**src/rtl/refill_pkg.sv**
```systemverilog
package refill_pkg;
  localparam int ROW_BITS = 64;
  localparam int ROW_LSB  = 3;

  typedef struct packed {
    logic start;    // refill begins at this edge
    logic accept;   // a bus transfer is accepted at this edge
    logic takeAck;  // a row arrives at this edge
    logic fwd;      // the critical row of a load arrives
    logic zero;     // current refill is a zero-line operation
    logic busy;     // refill in progress
  } refill_strb_t;
endpackage

```
**src/rtl/refill_ctrl.sv**
```systemverilog
module refill_ctrl
  import refill_pkg::*;
#(
  parameter int ROWS = 8
) (
  input  logic         clk,
  input  logic         rstN,
  input  logic         reqValid,
  input  logic         reqZero,
  input  logic         wbAck,
  input  logic         wbStall,
  output logic         wbCyc,
  output logic         wbStb,
  output logic         wbWe,
  output logic         busy,
  output logic         loadDone,
  output logic         tagWe,
  output refill_strb_t strb
);
  localparam int ROW_W = $clog2(ROWS);
  localparam int CNT_W = ROW_W + 1;
  localparam logic [CNT_W-1:0] LAST = CNT_W'(ROWS - 1);

  logic busyQ, cycQ, stbQ, weQ, zeroQ, doneQ, tagQ;
  logic [CNT_W-1:0] issuedQ, ackedQ;
  logic start, accept, takeAck, firstAck, lastAck;

  assign start    = !busyQ && reqValid;
  assign accept   = stbQ && !wbStall;
  assign takeAck  = busyQ && wbAck;
  assign firstAck = takeAck && (ackedQ == '0);
  assign lastAck  = takeAck && (ackedQ == LAST);

  always_ff @(posedge clk or negedge rstN) begin
    if (!rstN) begin
      busyQ   <= 1'b0;
      cycQ    <= 1'b0;
      stbQ    <= 1'b0;
      weQ     <= 1'b0;
      zeroQ   <= 1'b0;
      issuedQ <= '0;
      ackedQ  <= '0;
      doneQ   <= 1'b0;
      tagQ    <= 1'b0;
    end else begin
      doneQ <= (firstAck && !zeroQ) || (lastAck && zeroQ);
      tagQ  <= lastAck;
      if (start) begin
        busyQ   <= 1'b1;
        cycQ    <= 1'b1;
        stbQ    <= 1'b1;
        weQ     <= reqZero;
        zeroQ   <= reqZero;
        issuedQ <= '0;
        ackedQ  <= '0;
      end else if (busyQ) begin
        if (accept) begin
          issuedQ <= issuedQ + 1'b1;
          if (issuedQ == LAST) stbQ <= 1'b0;
        end
        if (takeAck) ackedQ <= ackedQ + 1'b1;
        if (lastAck) begin
          busyQ <= 1'b0;
          cycQ  <= 1'b0;
          stbQ  <= 1'b0;
        end
      end
    end
  end

  assign wbCyc    = cycQ;
  assign wbStb    = stbQ;
  assign wbWe     = weQ;
  assign busy     = busyQ;
  assign loadDone = doneQ;
  assign tagWe    = tagQ;

  assign strb.start   = start;
  assign strb.accept  = accept;
  assign strb.takeAck = takeAck;
  assign strb.fwd     = firstAck && !zeroQ;
  assign strb.zero    = zeroQ;
  assign strb.busy    = busyQ;

  p_stb_cyc_r1: assert property (@(posedge clk) disable iff (!rstN)
    wbStb |-> wbCyc);
  p_done_after_ack_r3: assert property (@(posedge clk) disable iff (!rstN)
    loadDone |-> $past(wbAck));
  p_tag_idle_r8: assert property (@(posedge clk) disable iff (!rstN)
    tagWe |-> (!busy && !wbCyc));
endmodule

```
**src/rtl/refill_datapath.sv**
```systemverilog
module refill_datapath
  import refill_pkg::*;
#(
  parameter int ADDR_W = 32,
  parameter int ROWS   = 8
) (
  input  logic                          clk,
  input  logic                          rstN,
  input  refill_strb_t                  strb,
  input  logic [ADDR_W-1:ROW_LSB]       reqAddr,
  input  logic [ROW_BITS-1:0]           wbDatI,
  output logic [ADDR_W-1:0]             wbAdr,
  output logic                          ramWe,
  output logic [$clog2(ROWS)-1:0]       ramRow,
  output logic [ROW_BITS-1:0]           ramData,
  output logic [ADDR_W-ROW_LSB-$clog2(ROWS)-1:0] tagLine,
  output logic [ROW_BITS-1:0]           loadData,
  output logic [ROWS-1:0]               rowValid
);
  localparam int ROW_W    = $clog2(ROWS);
  localparam int LINE_LSB = ROW_LSB + ROW_W;
  localparam int LINE_W   = ADDR_W - LINE_LSB;

  logic [LINE_W-1:0]   lineQ;
  logic [ROW_W-1:0]    issueRowQ, ackRowQ, ramRowQ;
  logic [ROWS-1:0]     rowValidQ;
  logic                ramWeQ;
  logic [ROW_BITS-1:0] ramDataQ, loadDataQ;

  always_ff @(posedge clk or negedge rstN) begin
    if (!rstN) begin
      lineQ     <= '0;
      issueRowQ <= '0;
      ackRowQ   <= '0;
      ramRowQ   <= '0;
      rowValidQ <= '0;
      ramWeQ    <= 1'b0;
      ramDataQ  <= '0;
      loadDataQ <= '0;
    end else begin
      ramWeQ <= 1'b0;
      if (strb.start) begin
        lineQ     <= reqAddr[ADDR_W-1:LINE_LSB];
        issueRowQ <= reqAddr[LINE_LSB-1:ROW_LSB];
        ackRowQ   <= reqAddr[LINE_LSB-1:ROW_LSB];
        rowValidQ <= '0;
      end else begin
        if (strb.accept) issueRowQ <= issueRowQ + 1'b1;
        if (strb.takeAck) begin
          rowValidQ[ackRowQ] <= 1'b1;
          ramWeQ   <= 1'b1;
          ramRowQ  <= ackRowQ;
          ramDataQ <= strb.zero ? '0 : wbDatI;
          ackRowQ  <= ackRowQ + 1'b1;
        end
        if (strb.fwd) loadDataQ <= wbDatI;
      end
    end
  end

  assign wbAdr    = {lineQ, issueRowQ, {ROW_LSB{1'b0}}};
  assign ramWe    = ramWeQ;
  assign ramRow   = ramRowQ;
  assign ramData  = ramDataQ;
  assign tagLine  = lineQ;
  assign loadData = loadDataQ;
  assign rowValid = rowValidQ;

  p_zero_ram_r6: assert property (@(posedge clk) disable iff (!rstN)
    (ramWe && strb.zero) |-> (ramData == '0));
  p_valid_keep_r4: assert property (@(posedge clk) disable iff (!rstN)
    (strb.busy && $past(strb.busy)) |-> ((rowValid & $past(rowValid)) == $past(rowValid)));
  p_clear_start_r5: assert property (@(posedge clk) disable iff (!rstN)
    $rose(strb.busy) |-> (rowValid == '0));
endmodule

```
**src/rtl/refill_engine.sv**
```systemverilog
module refill_engine
  import refill_pkg::*;
#(
  parameter int ADDR_W = 32,
  parameter int ROWS   = 8
) (
  input  logic                           clk,
  input  logic                           rstN,
  input  logic                           reqValid,
  input  logic [ADDR_W-1:3]              reqAddr,
  input  logic                           reqZero,
  output logic                           busy,
  output logic                           wbCyc,
  output logic                           wbStb,
  output logic                           wbWe,
  output logic [ADDR_W-1:0]              wbAdr,
  output logic [7:0]                     wbSel,
  output logic [63:0]                    wbDatO,
  input  logic [63:0]                    wbDatI,
  input  logic                           wbAck,
  input  logic                           wbStall,
  output logic                           ramWe,
  output logic [$clog2(ROWS)-1:0]        ramRow,
  output logic [63:0]                    ramData,
  output logic                           tagWe,
  output logic [ADDR_W-4-$clog2(ROWS):0] tagLine,
  output logic                           loadDone,
  output logic [63:0]                    loadData,
  output logic [ROWS-1:0]                rowValid
);
  refill_strb_t strb;

  // Loads fetch every lane; zero-line writes fill every lane with zero.
  assign wbSel  = '1;
  assign wbDatO = '0;

  refill_ctrl #(.ROWS(ROWS)) ctrl_i (
    .clk(clk), .rstN(rstN), .reqValid(reqValid), .reqZero(reqZero),
    .wbAck(wbAck), .wbStall(wbStall), .wbCyc(wbCyc), .wbStb(wbStb),
    .wbWe(wbWe), .busy(busy), .loadDone(loadDone), .tagWe(tagWe),
    .strb(strb)
  );

  refill_datapath #(.ADDR_W(ADDR_W), .ROWS(ROWS)) dp_i (
    .clk(clk), .rstN(rstN), .strb(strb), .reqAddr(reqAddr),
    .wbDatI(wbDatI), .wbAdr(wbAdr), .ramWe(ramWe), .ramRow(ramRow),
    .ramData(ramData), .tagLine(tagLine), .loadData(loadData),
    .rowValid(rowValid)
  );
endmodule

```
**config.mk**
```make
export PLATFORM = sky130hd
export DESIGN_NAME = refill_engine
export DESIGN_NICKNAME = d
export VERILOG_FILES = /design/src/rtl/refill_pkg.sv /design/src/rtl/refill_ctrl.sv /design/src/rtl/refill_datapath.sv /design/src/rtl/refill_engine.sv
export SDC_FILE = /design/constraint.sdc
export NUM_CORES = 1
export LEC_CHECK = 0
export CAP_MARGIN = 20
export CORE_AREA = 2 2 144 146
export DETAILED_ROUTE_END_ITERATION = 12
export DIE_AREA = 0 0 146 148
export GPL_TIMING_DRIVEN = 0
export PLACE_DENSITY = 0.8
export SETUP_SLACK_MARGIN = 0.1
export SYNTH_ARGS = -nofsm -noshare
export SYNTH_HDL_FRONTEND = slang
export SYNTH_SLANG_ARGS = --single-unit
```
**constraint.sdc**
```tcl
create_clock -name clk -period 4.6 [get_ports clk]
set_input_delay 0.46 -clock clk [delete_from_list [all_inputs] [get_ports clk]]
set_output_delay 0.46 -clock clk [all_outputs]
set_load 0.01 [all_outputs]
```
==> results of run 1 <==
## registers in the layout (all words and copies together) (netlist names), 3 cells and up
register        cells
dp_i.ramRow         3
dp_i.ramData       64
ctrl_i.issuedQ      4
dp_i.tagLine       26
dp_i.ackRowQ        3
dp_i.rowValid       8
ctrl_i.ackedQ       4
dp_i.issueRowQ      3
dp_i.loadData      64
## power groups by stage
stage          clock network (mW)  registers, mW  logic (mW)
3_5_place_dp                    0           2.85        3.77
6_report                     1.47           2.83        3.74
4_1_cts                      1.51           2.83        3.78
2_1_floorplan                   0           3.10        1.41
3_3_place_gp                    0           2.82        3.70
5_1_grt                      1.58           2.92        4.01
## cell families after synthesis
group	count (synthesis)	synth area share [%]
flops	186	55.86
other cells	2	0.09014
simple gates	320	17.81
buf+inv	145	11.62
fa+ha+maj	5	0.7509
compound gates	24	2.043
mux	70	11.61
xor+xnor	2	0.2103
## layout by cell type (no fill, tap or decap), types with 4 or more instances in the layout
cell type / instances
clkdlybuf4s50_1: 298
nand2_1: 230
dfrtp_1: 186
buf_4: 102
conb_1: 75
nand3b_1: 66
mux2_4: 49
clkbuf_1: 24
mux2_2: 17
clkbuf_16: 17
nor2_1: 8
o21ai_0: 8
buf_1: 6
nand3_1: 6
buf_6: 5
ha_1: 5
inv_6: 5
inv_1: 4
nand2b_1: 4
o31ai_1: 4
mux2i_1: 4
## critical path, cell delays in order (launching register included)
cell             delay, ns
dfrtp_1               0.43
buf_4                 0.14
clkdlybuf4s50_1       0.52
## layout make-up
cell class                 instances  area, sq um
clock inverter                    15        157.7
timing repair buffer             300         3025
sequential                       186         4654
buffer                           140        949.7
multi-input combinational        496         2983
fill                            1613         7487
inverter                           5        18.77
clock buffer                      17        425.4
tap                              270        337.8
## through the flow
stage / util, % / hold slack (ns)
2_1_floorplan: - / 0.1644
3_3_place_gp: 59.57 / 0.4483
3_5_place_dp: 59.73 / 0.4548
4_1_cts: 62.64 / 0.02621
5_1_grt: 62.64 / 0.02815
6_report: 62.64 / -0.000004441
## metal layers
layer  wire, um  vias to the layer above  track usage, %
met3       1707                       28           7.253
met5          0                        -               0
met4        381                        0           5.971
met1       9238                     3066           25.53
met2      11550                      240           37.22
li1           -                     3061               -
## how the worst max path moves through the flow
stage                   endpoint  slack [ns]  cells past startpoint
4_1_cts          dp_i.ackRowQ[1]        2.57                      5
3_3_place_gp    dp_i.loadData[3]       -4.77                      1
3_5_place_dp     dp_i.ackRowQ[1]        2.14                      6
6_report               wbAdr[15]        2.63                      2
5_1_grt          dp_i.ackRowQ[1]        2.44                      5
2_1_floorplan  dp_i.loadData[14]        3.11                      6
==> results.toml, run 1 <==
[global_routing]
grt.total_usage_pct = 21.44
grt-ovfl-total = 0
grt_pass1_vias = 6590
grt_max_degree = 105
antenna_found_initial = 0
grt_pass1_wl_um = 36410

[clock_tree]
cts_resized = 0
hold_buffers = 0
clkLatencyLatePin_ns = 0.43
path_clk_slew_ns = 0.07
cts_setup_buffers = 0
cts.path.max_buffers = 2
cts-root-buf = "clkbuf_16"
cts_htree_levels = 4
cts_tree = "yes"
cts.sinks = 186
cts_buffers = 17

[timing]
rsz0062_at_grt = "no"
fmax_mhz = 508.7
fin_crit_sh_pct = 42.73
tns_ns = 0
finalSetupViolCount = 0
hold_viol_final = 1
setup_slack_ns = 2.634
tightest_slew_ns = 0.7023
maxSlewViolCount = 0
period_minus_slack_ns = 1.966
fin_worst_skew_ns = 0.009406
slew_headroom_pct = 53.18
hold_ws_ns = -0.000004441

[outcome]
violations = "hold timing"
status = "complete, but fails checks"

[die]
start_util_pct = 41.58
core.rowCount = 52
die_y_um = 148
die_area_sq_um = 21610
coreArea_sq_um = 20040
io_pins = 375
fp.dieW_um = 146

[pwr]
p_int_mw = 5.372
swShare_pct = 33.10
ir_worst_vdd_v = 0.0002617
p_per_area_nw_per_um2 = 639.7
power_switching_mw = 2.658
comb_power_share_pct = 46.5
pwr-share-seq_pct = 35.2
leakage_nw = 6.157
p_clk_share_pct = 18.3
total_power_mw = 8.030

[worst_setup_path]
rr_startpoint = "ctrl_i.busy"
reg2reg_slack_ns = 2.66
crit_type = "flip-flop to output pin"
required_ns = 4.14
cp-startpoint = "dp_i.tagLine[9]"
worst_r2r_path_depth = 5
critPathMaxFanout = 3
cp.arrival_ns = 1.51
critPathCaptureType = "output pin"
crit_path_start_kind = "flip-flop"
r2r-end = "dp_i.ackRowQ[1]"

[synth]
syn-cell-area_sq_um = 8332
yosysWarnings = 0
synth.area.top_cells = "dfrtp_1 (56%), nand2_1 (10%), buf_4 (9.2%), mux2_4 (8.8%), nand3b_1 (5.9%)"
synth_common_cells = "nand2_1 (230), dfrtp_1 (186), buf_4 (102)"
synth_top_cell_by_area = "dfrtp_1"
postSynth.asyncResetShare_pct = 100.0
synth.top_cell.area_share_pct = 55.86
yosysMostFrequentCell = "nand2_1"
synth_ff_type = "dfrtp_1"
synth_cell_types = 38
ys_ff_latch = 186
synth-seq-area-share_pct = 55.86
synth_edf_count = 0
syn_inst = 754
syn_area_per_cell_sq_um = 11.05

[drt]
drt_pass1_iterations = 7
routed_via_density = 4.475
wire_per_inst_um = 16.01
drc = 0
wirelength_um = 22880
vias = 6395
first_iter_violations = 247
postRouteAntennaNets = 0

[run]
cap_violations = 0

[min_path]
hp-class = "primary input to async pin"

[place]
place_congestion = 0.8017
dpl_worst_slack_ns = 2.142
hpwlAfterDp_um = 17370
io_buffers = 299
postPlaceCellArea_sq_um = 11970
numPlacedInstances = 1397

[cells_and_area]
stdcell_area_sq_um = 12550
area_delta_synth_final_pct = 50.65
drive_gt1_share_pct = 18.38
fin_cells = 1429
fin_nets = 1250
diodes = 0
No activity file was read; power rests on OpenSTA's default activity.
==> run 2, diff against run 1 <==
CORE_AREA = not set   (was 2 2 144 146)
CORE_MARGIN = 2   (was not set)
CORE_UTILIZATION = 42   (was not set)
DIE_AREA = not set   (was 0 0 146 148)
PLACE_DENSITY = 0.81   (was 0.8)
clock period = 1.85 ns   (was 4.6 ns; I/O delays follow)
==> run 2 against run 1 <==
Compared with the run above: the flow now finishes without violations; count of clock-buffer cells in the layout grew 3; final area grew 0.23%; clock skew grew 0.0047 ns; clock power grew 140%; sequential power grew 150%.
==> results.toml, run 2 (synthesis gave the netlist of run 1 again) <==
[outcome]
status = "finished clean"

[die]
fp.dieW_um = 144.8
start_util_pct = 42.81
io_pins = 375
coreArea_sq_um = 19460
core.rowCount = 51
die_y_um = 144.8
die_area_sq_um = 20980

[worst_setup_path]
critPathMaxFanout = 10
crit_type = "flip-flop to flip-flop"
crit_path_start_kind = "flip-flop"
cp.arrival_ns = 1.98
critPathCaptureType = "flip-flop"
required_ns = 2.16

[drt]
wire_per_inst_um = 15.94
drt-met1-wl_um = 8713
drt_pass1_iterations = 5
wirelength_um = 22750
routed_via_density = 4.510
drc = 0
vias = 6436
postRouteAntennaNets = 0
first_iter_violations = 283
routed.top_layer = "met4"
wl_met3_um = 2176
wl_met2_um = 11440

[timing]
fin_crit_sh_pct = 90.54
finalSetupViolCount = 0
hold_ws_ns = 0.2916
fmax_mhz = 597.0
maxSlewViolCount = 0
tns_ns = 0
period_minus_slack_ns = 1.675
tightest_slew_ns = 0.6559
slew_headroom_pct = 56.27
rsz0062_at_grt = "no"
hold_viol_final = 0
fin_worst_skew_ns = 0.01409

[cells_and_area]
fin_cells = 1427
diodes = 0
fillerInstances = 1528
fin_nets = 1253
drive_gt1_share_pct = 19.45
final_common_cell = "clkdlybuf4s50_1"
final_cell_mix = "clkdlybuf4s50_1 (298), nand2_1 (230), dfrtp_1 (185), buf_4 (103), conb_1 (75)"
area_delta_synth_final_pct = 51.00
utilization_pct = 64.64

[clock_tree]
cts_buffers = 17
cts-root-buf = "clkbuf_16"
cts_htree_levels = 4
path_clk_slew_ns = 0.07
cts.path.max_buffers = 2
cts.sinks = 186
cts_tree = "yes"
clkLatencyLatePin_ns = 0.43

[pwr]
p_per_area_nw_per_um2 = 1586
leakage_nw = 6.203
total_power_mw = 19.95
ir_worst_vdd_v = 0.0008566

[global_routing]
antenna_found_initial = 0
grt_max_degree = 104
grt_pass1_vias = 6315
grt-ovfl-total = 0
grt.total_usage_pct = 20.95
grt_pass1_wl_um = 33580

[place]
hpwlAfterDp_um = 17150
numPlacedInstances = 1392
io_buffers = 299
place_congestion = 0.8007

[run]
cap_violations = 0

[min_path]
hp-class = "primary input to flip-flop"
==> run 2: changes by cell type in the layout (fill, tap and decap cells not counted), sizes merged <==
| cell | delta |
|---|---|
| clkinv | -1 |
| buf | -2 |
| clkbuf | +7 |
| dlygate4sd3 | +1 |
| inv | -2 |
==> run 2: layout make-up <==
type | instances | area [sq um] | area share (%)
well taps | 265 | 331.6 | 2.636
flip-flops and latches | 186 | 4656 | 37.01
multi-input cells | 496 | 2983 | 23.71
plain buffers | 140 | 970.9 | 7.718
clock buffers | 20 | 456.7 | 3.630
repair buffers | 303 | 3050 | 24.25
clock inverters | 12 | 113.9 | 0.9050
inverters | 5 | 18.77 | 0.1492
==> run 2: path summary, 6_finish.rpt <==
path / start / to / slack (ns) / depth (start not counted)
max reg2reg: ctrl_i.ackedQ[0] / dp_i.loadData[29] / 0.18 / 6
min: reqAddr[12] / dp_i.tagLine[6] / 0.29 / 3
min reg2reg: dp_i.ramData[53] / dp_i.ramData[53] / 0.47 / 2
max: ctrl_i.ackedQ[0] / dp_i.loadData[29] / 0.18 / 6
min in group asynchronous: rstN / dp_i.loadData[60] / 0.31 / 2
max in group asynchronous: rstN / dp_i.ramData[38] / 0.58 / 3
==> run 2: per-layer routing <==
metal / global-route usage [%] / up-vias
met1: 24.12 / 3084
met2: 36.59 / 257
met3: 7.371 / 28
met5: 0 / -
li1: - / 3067
met4: 6.541 / 0
==> run 2: what timing repair did <==
| action | CTS | global route |
|---|---|---|
| pin swaps | 0 | 0 |
| hold endpoints to repair | 83 | 0 |
| endpoints found under the setup margin | 85 | 121 |
| gates resized for setup | 4 | 14 |
| hold buffers | 1 | 0 |
| buffers inserted | 0 | 2 |
==> run 2: power breakdown <==
group          leakage, nW  internal (mW)  switching [mW]
registers             2.29           5.85            1.18
clock network        0.276           1.95            1.65
logic                 3.64           5.63            3.69
==> run 2: stage by stage <==
step | cell area [sq um] | worst slack [ns]
floorplan | 8606 | 0.3577
global placement | 11930 | -7.212
detailed placement | 11960 | -0.3699
CTS | 12550 | 0.1291
global route | 12580 | 0.1002
finish | 12580 | 0.1750
==> run 2: critical path, stage by stage, from the launching register on <==
cell and delay, ns:
dfrtp_1 0.41, inv_1 0.06, ha_1 0.19, nand4b_1 0.18, buf_6 0.20, buf_6 0.20
mux2_4 0.31
